===== config.mk =====
export PLATFORM = sky130hd
export DESIGN_NAME = brwin_decoder
export DESIGN_NICKNAME = d
export VERILOG_FILES = /design/src/rtl/brwin_pkg.sv /design/src/rtl/brwin_span.sv /design/src/rtl/brwin_cmp.sv /design/src/rtl/brwin_legacy.sv /design/src/rtl/brwin_decoder.sv
export SDC_FILE = /design/constraint.sdc
export NUM_CORES = 1
export LEC_CHECK = 0
export ABC_AREA = 1
export BUFFER_PORTS_ARGS = -buffer_cell sky130_fd_sc_hd__buf_2
export CORE_MARGIN = 4
export CORE_UTILIZATION = 23
export CTS_BUF_LIST = sky130_fd_sc_hd__clkbuf_8
export CTS_CLUSTER_SIZE = 28
export DETAILED_ROUTE_END_ITERATION = 8
export GPL_TIMING_DRIVEN = 0
export PLACE_DENSITY = 0.36
export SETUP_SLACK_MARGIN = 0.3
export SYNTH_ARGS = -nofsm -noshare
export SYNTH_HDL_FRONTEND = slang
export SYNTH_HIERARCHICAL = 1
export SYNTH_SLANG_ARGS = --single-unit

===== constraint.sdc =====
create_clock -name clk_i -period 0.8 [get_ports clk_i]
set_input_delay 0.04 -clock clk_i [delete_from_list [all_inputs] [get_ports clk_i]]
set_output_delay 0.04 -clock clk_i [all_outputs]
set_load 0.01 [all_outputs]

===== src/rtl/brwin_pkg.sv =====
package brwin_pkg;
  typedef enum logic [1:0] {
    WIN_IO  = 2'd0,
    WIN_MEM = 2'd1,
    WIN_PF  = 2'd2,
    WIN_VGA = 2'd3
  } win_e;

  localparam int NUM_WIN   = 4;
  localparam int NUM_STD   = 3;
  localparam int IO_GRAN   = 12;
  localparam int MEM_GRAN  = 20;
  localparam logic [3:0] TYPE_WIDE = 4'h1;

  localparam logic [63:0] VGA_MEM_LO = 64'h000A_0000;
  localparam logic [63:0] VGA_MEM_HI = 64'h000B_FFFF;
  localparam logic [63:0] VGA_IO0_LO = 64'h0000_03B0;
  localparam logic [63:0] VGA_IO0_HI = 64'h0000_03BB;
  localparam logic [63:0] VGA_IO1_LO = 64'h0000_03C0;
  localparam logic [63:0] VGA_IO1_HI = 64'h0000_03DF;
endpackage


===== src/rtl/brwin_span.sv =====
module brwin_span import brwin_pkg::*; #(
  parameter win_e KIND = WIN_MEM,
  parameter int   AW   = 64
) (
  input  logic [15:0]   base_lo_i,
  input  logic [15:0]   limit_lo_i,
  input  logic [31:0]   base_hi_i,
  input  logic [31:0]   limit_hi_i,
  output logic [AW-1:0] base_o,
  output logic [AW-1:0] limit_o
);
  generate
    if (KIND == WIN_IO) begin : g_io
      logic unused_io;
      assign unused_io = ^{base_lo_i[15:8], limit_lo_i[15:8],
                           base_hi_i[31:16], limit_hi_i[31:16]};
      always_comb begin
        base_o  = '0;
        limit_o = '0;
        base_o[15:IO_GRAN]  = base_lo_i[7:4];
        limit_o[15:IO_GRAN] = limit_lo_i[7:4];
        limit_o[IO_GRAN-1:0] = '1;
        if (base_lo_i[3:0] == TYPE_WIDE)  base_o[31:16]  = base_hi_i[15:0];
        if (limit_lo_i[3:0] == TYPE_WIDE) limit_o[31:16] = limit_hi_i[15:0];
      end
    end else if (KIND == WIN_PF) begin : g_pf
      always_comb begin
        base_o  = '0;
        limit_o = '0;
        base_o[31:MEM_GRAN]  = base_lo_i[15:4];
        limit_o[31:MEM_GRAN] = limit_lo_i[15:4];
        limit_o[MEM_GRAN-1:0] = '1;
        if (base_lo_i[3:0] == TYPE_WIDE)  base_o[63:32]  = base_hi_i;
        if (limit_lo_i[3:0] == TYPE_WIDE) limit_o[63:32] = limit_hi_i;
      end
    end else begin : g_mem
      logic unused_mem;
      assign unused_mem = ^{base_lo_i[3:0], limit_lo_i[3:0], base_hi_i, limit_hi_i};
      always_comb begin
        base_o  = '0;
        limit_o = '0;
        base_o[31:MEM_GRAN]  = base_lo_i[15:4];
        limit_o[31:MEM_GRAN] = limit_lo_i[15:4];
        limit_o[MEM_GRAN-1:0] = '1;
      end
    end
  endgenerate
endmodule


===== src/rtl/brwin_cmp.sv =====
module brwin_cmp #(
  parameter int AW = 64
) (
  input  logic          en_i,
  input  logic [AW-1:0] base_i,
  input  logic [AW-1:0] limit_i,
  input  logic [AW-1:0] addr_i,
  output logic          hit_o
);
  logic open_w;
  assign open_w = en_i && (limit_i >= base_i);
  assign hit_o  = open_w && (addr_i >= base_i) && (addr_i <= limit_i);
endmodule


===== src/rtl/brwin_legacy.sv =====
module brwin_legacy import brwin_pkg::*; #(
  parameter int AW = 64
) (
  input  logic          en_i,
  input  logic          is_io_i,
  input  logic [AW-1:0] addr_i,
  output logic          hit_o
);
  logic mem_rng, io_rng0, io_rng1;
  assign mem_rng = (addr_i >= AW'(VGA_MEM_LO)) && (addr_i <= AW'(VGA_MEM_HI));
  assign io_rng0 = (addr_i >= AW'(VGA_IO0_LO)) && (addr_i <= AW'(VGA_IO0_HI));
  assign io_rng1 = (addr_i >= AW'(VGA_IO1_LO)) && (addr_i <= AW'(VGA_IO1_HI));
  assign hit_o   = en_i && (is_io_i ? (io_rng0 || io_rng1) : mem_rng);
endmodule


===== src/rtl/brwin_decoder.sv =====
module brwin_decoder import brwin_pkg::*; #(
  parameter int ADDR_W = 64
) (
  input  logic              clk_i,
  input  logic              rst_ni,
  input  logic [7:0]        io_base_i,
  input  logic [7:0]        io_limit_i,
  input  logic [15:0]       io_base_up_i,
  input  logic [15:0]       io_limit_up_i,
  input  logic [15:0]       mem_base_i,
  input  logic [15:0]       mem_limit_i,
  input  logic [15:0]       pf_base_i,
  input  logic [15:0]       pf_limit_i,
  input  logic [31:0]       pf_base_up_i,
  input  logic [31:0]       pf_limit_up_i,
  input  logic              io_en_i,
  input  logic              mem_en_i,
  input  logic              vga_en_i,
  input  logic [ADDR_W-1:0] addr_i,
  input  logic              is_io_i,
  input  logic              is_pf_i,
  output logic              hit_o,
  output logic [NUM_WIN-1:0] win_o
);
  logic [15:0] lo_base [NUM_STD];
  logic [15:0] lo_lim  [NUM_STD];
  logic [31:0] hi_base [NUM_STD];
  logic [31:0] hi_lim  [NUM_STD];
  logic [ADDR_W-1:0] w_base [NUM_STD];
  logic [ADDR_W-1:0] w_lim  [NUM_STD];
  logic [NUM_STD-1:0] sel, space_en, std_hit;
  logic vga_hit;
  logic [NUM_WIN-1:0] win_d, win_q;

  assign lo_base[WIN_IO]  = {8'h00, io_base_i};
  assign lo_lim[WIN_IO]   = {8'h00, io_limit_i};
  assign hi_base[WIN_IO]  = {16'h0000, io_base_up_i};
  assign hi_lim[WIN_IO]   = {16'h0000, io_limit_up_i};
  assign lo_base[WIN_MEM] = mem_base_i;
  assign lo_lim[WIN_MEM]  = mem_limit_i;
  assign hi_base[WIN_MEM] = '0;
  assign hi_lim[WIN_MEM]  = '0;
  assign lo_base[WIN_PF]  = pf_base_i;
  assign lo_lim[WIN_PF]   = pf_limit_i;
  assign hi_base[WIN_PF]  = pf_base_up_i;
  assign hi_lim[WIN_PF]   = pf_limit_up_i;

  // request kind picks exactly one standard window
  assign sel[WIN_IO]  = is_io_i;
  assign sel[WIN_MEM] = !is_io_i && !is_pf_i;
  assign sel[WIN_PF]  = !is_io_i && is_pf_i;

  assign space_en[WIN_IO]  = io_en_i;
  assign space_en[WIN_MEM] = mem_en_i;
  assign space_en[WIN_PF]  = mem_en_i;

  for (genvar k = 0; k < NUM_STD; k++) begin : g_win
    brwin_span #(.KIND(win_e'(k)), .AW(ADDR_W)) u_span (
      .base_lo_i  (lo_base[k]),
      .limit_lo_i (lo_lim[k]),
      .base_hi_i  (hi_base[k]),
      .limit_hi_i (hi_lim[k]),
      .base_o     (w_base[k]),
      .limit_o    (w_lim[k])
    );
    brwin_cmp #(.AW(ADDR_W)) u_cmp (
      .en_i    (space_en[k] && sel[k]),
      .base_i  (w_base[k]),
      .limit_i (w_lim[k]),
      .addr_i  (addr_i),
      .hit_o   (std_hit[k])
    );
  end

  brwin_legacy #(.AW(ADDR_W)) u_legacy (
    .en_i    (vga_en_i),
    .is_io_i (is_io_i),
    .addr_i  (addr_i),
    .hit_o   (vga_hit)
  );

  // standard window has precedence over the legacy range
  assign win_d = (std_hit != '0) ? {1'b0, std_hit} : {vga_hit, {NUM_STD{1'b0}}};

  always_ff @(posedge clk_i or negedge rst_ni) begin
    if (!rst_ni) win_q <= '0;
    else         win_q <= win_d;
  end

  assign win_o = win_q;
  assign hit_o = |win_q;

  AST_ONE_WINDOW: assert property (@(posedge clk_i) disable iff (!rst_ni)
    $onehot0(win_o));
  AST_IO_GATE: assert property (@(posedge clk_i) disable iff (!rst_ni)
    is_io_i && !io_en_i |=> !win_o[WIN_IO]);
  AST_MEM_GATE: assert property (@(posedge clk_i) disable iff (!rst_ni)
    !is_io_i && !mem_en_i |=> !win_o[WIN_MEM] && !win_o[WIN_PF]);
  AST_IO_STEER: assert property (@(posedge clk_i) disable iff (!rst_ni)
    is_io_i |=> !win_o[WIN_MEM] && !win_o[WIN_PF]);
  AST_PF_STEER: assert property (@(posedge clk_i) disable iff (!rst_ni)
    !is_io_i && !is_pf_i |=> !win_o[WIN_PF] && !win_o[WIN_IO]);
  AST_VGA_GATE: assert property (@(posedge clk_i) disable iff (!rst_ni)
    !vga_en_i |=> !win_o[WIN_VGA]);
endmodule


; ---- Word-level counts from Yosys, hierarchy flattened
; Cells that the tools add are included.
[op_classes]
n_reduce_logical = 23
n_eq_ne = 4
magnitude_cmp = 15
n_mux = 6
[op_table]
columns = op, count
row1 = $ge A64 B10 Y1 const B, 2
row2 = $ge A64 B32 Y1, 2
row3 = $ge A64 B64 Y1, 2
row4 = $le A64 B10 Y1 const B, 2
row5 = $le A64 B32 Y1, 2
row6 = $ge A32 B32 Y1, 2
row7 = $ge A64 B20 Y1 const B, 1
row8 = $le A64 B20 Y1 const B, 1
row9 = $le A64 B64 Y1, 1
row10 = $mux W32, 2
row11 = $mux W16, 2
row12 = $logic_and A1 B1 Y1, 18
row13 = $eq A4 B1 Y1 const B, 4
row14 = $mux W4, 1
row15 = $reduce_or A4 Y1, 1
row16 = $reduce_bool A3 Y1, 1
row17 = $logic_not A1 Y1, 2
row18 = $logic_or A1 B1 Y1, 1
row19 = $mux W1, 1
[totals]
output_inout_bits = 5
in_bits = 247
reg_bits = 4

; ---- Logic depth before layout (Yosys ltp)
; Gate-level depths: netlist (run 1).
[logic_depth]
word_depth = 8
depth_mapped = 22
mapped_depth_nobuf = 21

; ---- Cells and area by module
; The synthesis (run 1) kept the hierarchy.
[by_module_without_submodules]
columns = mod, cells_each, seq_area_each_um2, area_each_um2, instances
row1 = brwin_cmp, 748, 0.0, 4827.1, 3
row2 = brwin_span (g_win[2].u_span), 208, 0.0, 1256.2, 1
row3 = brwin_span (g_win[0].u_span), 172, 0.0, 1091.0, 1
row4 = brwin_span (g_win[1].u_span), 130, 0.0, 968.4, 1
row5 = brwin_legacy, 75, 0.0, 290.3, 1
row6 = brwin_decoder, 24, 100.1, 177.7, 1

; ---- Least setup slack after synthesis (run 1)
; Ideal clock, no wire load.
[synth_timing]
path_type = input port to flip-flop
start = in pf_base_i[3]
end = reg win_q[3] (netlist: win_o[3])
setup_slack_ns = -1.138
setup_ns = 0.114
cell_stages = 19
arrival_time_ns = 1.824
n_path_buf = 1
cell_sequence = nor2_1 nand2_2 buf_6 nor2_2 inv_1 ha_1 nand2_1 nor2_2 nand4_2 nor2_2 nand2_1 nor3b_2 nand2_1 nand2_1 nand3_1 nor2_1 inv_1 nand2_1 nor2_1
[synth_rtl]
columns = element, line
row1 = start: declaration, brwin_decoder.sv:12  ; input logic [15:0] pf_base_i,
row2 = end signal: assignment, brwin_decoder.sv:87  ; else win_q <= win_d;
row3 = end: declaration, brwin_decoder.sv:33  ; logic [NUM_WIN-1:0] win_d, win_q;

==> qor.csv, run 1 <==
metric,value,unit
status,finished with violations,
failing checks,negative setup slack,
DP Area,0.0215,mm2
met1 usage,17.1,%
Clock Tree Buf Depth,2,
Slowest Stage Delay on Critical Path,0.27,ns
CTS Buf Count,3,
cell mode on critical path,nor2_4,
logic gate share of total power,93.9,%
max reg flops,4,
syn avg cell area,6.40,um2
unrepaired setup endpoints after global routing,true,
cell family with most CP delay,simple AND/OR/NAND/NOR gates,
CTS tree,yes,
Die H,290,um
initial antenna violation count,1,
htree depth,1,
GR met2 Demand/Resource,23.0,%
Final setup viols,8,
crit path DAT,2.38,ns
Root Driver,clkbuf_8,
layout cell share with drive strength beyond 1,24.1,%
CP Class,primary input to flip-flop,
initial drt markers,395,
"Warnings, synthesis",6,
Final Util,29.1,%
element type at the critical path start,primary input,
min Tclk post-route,2.28,ns
Worst Hold Class,primary input to async pin,
CP max-delay cell,ha_4,
TritonRoute pass-1 iters,5,
gp weighted congestion,0.800,
Via density,3.83,
layer with the highest usage,met2,
Sequential Power Share,2.0,%
GRT Total Usage,12.6,%
Max Clock Freq,439,MHz
mapped cell area,0.0183,mm2
largest net degree at the start of global routing,11,
"Hold Vio Cnt, Final",0,
nets@finish,4114,
Cell Rows,103,
"Clk pin slew, worst setup/hold paths",0.03,ns
Buf/Inv on CP,5,
"Design Area, Final",0.0229,mm2
setup ws final,-1.48,ns
gr ovfl total,0,
max cap viols,0,
GR met3 Demand/Resource,0.361,%
I/O pins,252,
CTS sink count,4,
Sw Pwr,5.46,mW
number of diodes,0,
core area,0.0789,mm2
Slew Limit Fails,0,
Tcrit/Tclk final,285,%
placed cells,4315,
power density cells,450,mW/mm2
Worst setup EP type,flip-flop,
vias in the first global route,16501,
Lkg Pwr,12.5,nW
hpwl dp,50300,um
Cells after Synth,2852,
first-pass GRT wire length,84400,um
final WL,54200,um
post-route ant nets,0,
DIE WIDTH,290,um
Initial Utilization,23.2,%
"Cell Count, Final, Fillers Out",4339,
"Max FO, Critical Path",8,
post-route DRC violation count,0,
routed length per instance,12.5,um
Pint,4.86,mW
CP required,0.91,ns
Vias,16639,
Clk pwr share,4.1,%
"Area growth, synth to finish",25.5,%
Worst VDD drop,0.243,mV
Port-buffer cells,187,
CP Cell Sequence,buf_6 > nor2_4 > nand2_4 > buf_12 > nor2_4 > inv_2 > ha_4 > nand2_4 > nor2_4 > nand4_1 > nor2_4 > buf_4 > nand3_1 > nand2_1 > nor2_1 > nand2_2 > nand3_2 > nor2_4 > inv_1 > nand2_1 > nor2_1,
Setup TNS,-5.37,ns
sw frac,52.9,%
die area,0.0840,mm2
per-stage QoR:
step                power, mW  hold slack [ns]  setup WS, ns
floorplan                6.67           -0.256         -1.11
CTS                      9.75            0.194         -1.63
detailed placement       8.94           -0.152         -2.21
global route             12.1            0.211         -1.69
global placement         8.98           -0.151         -2.25
finish                   10.3            0.199         -1.48
worst paths after layout:
kind,end,from,cells after the start
hold / removal,win_o[3]$_DFF_PN0_,rst_ni,2
setup / recovery,win_o[3]$_DFF_PN0_,pf_base_i[3],21
max in group asynchronous,win_o[1]$_DFF_PN0_,rst_ni,2
min in group clk_i,win_o[1]$_DFF_PN0_,is_pf_i,5
layer usage:
| layer | up-vias | part of all wire (%) |
|---|---|---|
| li1 | 9499 | - |
| met1 | 6959 | 49 |
| met2 | 167 | 48 |
| met3 | 14 | 2.2 |
| met4 | 0 | 0.68 |
| met5 | - | 0 |
power groups by stage:
stage / Clock [mW] / Sequential (mW) / Combinational (mW)
finish: 0.422 / 0.209 / 9.69
global route: 0.447 / 0.209 / 11.4
CTS: 0.439 / 0.209 / 9.10
detailed placement: 0 / 0.211 / 8.73
global placement: 0 / 0.211 / 8.77
floorplan: 0 / 0.212 / 6.45
cell usage in the layout, fill, tap and decap left out, types with 8 or more instances in the layout:
| master | instances |
|---|---|
| a21oi_1 | 265 |
| ha_4 | 40 |
| nor2_1 | 189 |
| inv_1 | 574 |
| o21ai_0 | 69 |
| nand4_1 | 51 |
| nand2_1 | 491 |
| buf_6 | 26 |
| inv_2 | 29 |
| ha_1 | 536 |
| o21a_1 | 24 |
| nand3_1 | 28 |
| nand3_2 | 9 |
| nor2_2 | 80 |
| buf_4 | 306 |
| nor2_4 | 50 |
| conb_1 | 232 |
| a21oi_2 | 9 |
| a21o_1 | 9 |
| nand2_4 | 8 |
| nand2_2 | 27 |
| buf_2 | 157 |
repair_timing:
action,CTS,global route
hold buffers,1,0
gates resized for setup,127,135
pin swaps,59,74
endpoints found under the hold margin,4,0
endpoints found under the setup margin,9,9
cloned,1,0
setup buffers,12,7
layout make-up:
cell class | instances | area [um2]
Fill cell | 9001 | 55900
Timing Repair Buffer | 208 | 1320
Multi-Input combinational cell | 2170 | 15600
Clock buffer | 3 | 41.3
Tap cell | 1050 | 1310
Buffer | 299 | 2300
Sequential cell | 4 | 100
Inverter | 605 | 2280
(Power assumes the default switching activity.)
==> run 2: changes to the inputs <==
--- a/config.mk
+++ b/config.mk
@@ -9,7 +9,6 @@
 export BUFFER_PORTS_ARGS = -buffer_cell sky130_fd_sc_hd__buf_2
 export CORE_MARGIN = 4
 export CORE_UTILIZATION = 23
-export CTS_BUF_LIST = sky130_fd_sc_hd__clkbuf_8
 export CTS_CLUSTER_SIZE = 28
 export DETAILED_ROUTE_END_ITERATION = 8
 export GPL_TIMING_DRIVEN = 0
==> qor.csv, run 2 (same netlist as run 1, synthesis figures left out) <==
metric,value,unit,change
status,finished with violations,,
failing checks,negative setup slack,,
die area,0.0840,mm2,unchanged
core area,0.0789,mm2,unchanged
Tcrit/Tclk final,282,%,-2.9 points
Initial Utilization,23.2,%,unchanged
element type at the critical path start,primary input,,
Lkg Pwr,12.5,nW,+0.12%
CTS sink count,4,,unchanged
"Clk pin slew, worst setup/hold paths",0.03,ns,about the same
GRT Total Usage,12.6,%,about the same
"commonest non-fill, non-tap cell in the layout",inv_1,,
Root Driver,clkbuf_16,,
CP required,0.92,ns,about the same
crit path launch,pf_base_i[3],,
max reg flops,4,,unchanged
"commonest cells after routing, fill and taps aside","574 x inv_1, 536 x ha_1, 491 x nand2_1",,
layout cell share with drive strength beyond 1,24.1,%,unchanged
initial antenna violation count,1,,unchanged
Die H,290,um,unchanged
placed cells,4315,,unchanged
number of diodes,0,,unchanged
post-route DRC violation count,0,,unchanged
hpwl dp,50300,um,unchanged
I/O pins,252,,unchanged
filler instances,8998,,-0.033%
CTS tree,yes,,
Clock Tree Buf Depth,2,,unchanged
setup ws final,-1.45,ns,+0.0229 ns
Vias,16643,,+0.024%
"Cell Count, Final, Fillers Out",4339,,unchanged
"Max FO, Critical Path",8,,unchanged
Cell Rows,103,,unchanged
Via density,3.84,,about the same
CP Capture Point,win_o[3]$_DFF_PN0_,,
power density cells,465,mW/mm2,+3.4%
Final setup viols,8,,unchanged
"Design Area, Final",0.0230,mm2,+0.15%
Final Util,29.1,%,+0.043 points
Worst Hold Class,primary input to async pin,,
gp weighted congestion,0.800,,unchanged
TritonRoute pass-1 iters,4,,-1
multi-input logic area,0.0156,mm2,unchanged
Reg area,100,um2,unchanged
Worst Hold Slack,0.189,ns,-0.0103 ns
CTS Buf Count,3,,unchanged
total power,10.7,mW,+3.5%
Worst setup EP type,flip-flop,,
routed length per instance,12.5,um,about the same
Worst VDD drop,0.363,mV,+50%
min Tclk post-route,2.25,ns,-0.0229 ns
first-pass GRT wire length,84400,um,about the same
initial drt markers,357,,-9.6%
vias in the first global route,16497,,-0.024%
final WL,54200,um,about the same
Setup TNS,-5.34,ns,+0.0234 ns
max cap viols,0,,unchanged
Max Clock Freq,444,MHz,+1.0%
htree depth,1,,unchanged
largest net degree at the start of global routing,11,,unchanged
CP Class,primary input to flip-flop,,
"Area growth, synth to finish",25.7,%,
Place WS,-2.21,ns,unchanged
post-route ant nets,0,,unchanged
Port-buffer cells,187,,unchanged
DP Area,0.0215,mm2,unchanged
unrepaired setup endpoints after global routing,true,,
Slew Limit Fails,0,,unchanged
gr ovfl total,0,,unchanged
crit path DAT,2.37,ns,about the same
nets@finish,4114,,unchanged
DIE WIDTH,290,um,unchanged
"Hold Vio Cnt, Final",0,,unchanged
-- run 2: cell counts in the layout (fill, tap and decap cells not counted) --
Identical to the previous run, type by type.
-- run 2: cell type report --
cell class,instances,area share (%)
inverters,605,9.91
clock buffers,3,0.327
repair buffers,208,5.74
flip-flops and latches,4,0.436
plain buffers,299,10.0
well taps,1050,5.72
multi-input cells,2170,67.8
-- run 2: worst min-delay path by stage --
| stage | from | to | slack [ns] | cells after the start |
|---|---|---|---|---|
| final | rst_ni | win_o[3]$_DFF_PN0_ | 0.19 | 2 |
| after floorplan | rst_ni | win_o[0]$_DFF_PN0_ | -0.26 | 0 |
| after CTS | rst_ni | win_o[2]$_DFF_PN0_ | 0.19 | 2 |
| after global routing | rst_ni | win_o[0]$_DFF_PN0_ | 0.20 | 2 |
| after detailed placement | rst_ni | win_o[1]$_DFF_PN0_ | -0.15 | 1 |
| after global placement | rst_ni | win_o[1]$_DFF_PN0_ | -0.15 | 1 |
-- run 2: what timing repair did --
action | CTS | global route
pin swaps | 59 | 74
setup buffers | 12 | 7
hold endpoints to repair | 4 | 0
hold buffers | 1 | 0
cloned | 1 | 0
endpoints found under the setup margin | 9 | 9
resized for setup | 127 | 135
-- run 2: power by group --
part / switching, mW / internal, mW
sequential: 0.00252 / 0.207
combinational: 5.36 / 4.33
clock: 0.146 / 0.639
-- run 2: layer usage --
layer	global-route usage, %	vias up	wire, um
li1	-	9501	-
met1	17.1	6951	26300
met2	23.1	177	26100
met3	0.361	14	1420
met4	0.881	0	371
met5	0	-	0
-- run 2: worst max-delay path, stage by stage --
cell and delay, ns:
buf_6 0.10, nor2_4 0.12, nand2_4 0.09, buf_12 0.15, nor2_4 0.10, inv_2 0.06, ha_4 0.27, nand2_4 0.06
nor2_4 0.10, nand4_1 0.15, nor2_4 0.19, buf_4 0.15, nand3_1 0.10, nand2_1 0.08, nor2_1 0.05, nand2_2 0.13
nand3_2 0.11, nor2_4 0.17, inv_1 0.05, nand2_1 0.06, nor2_1 0.04
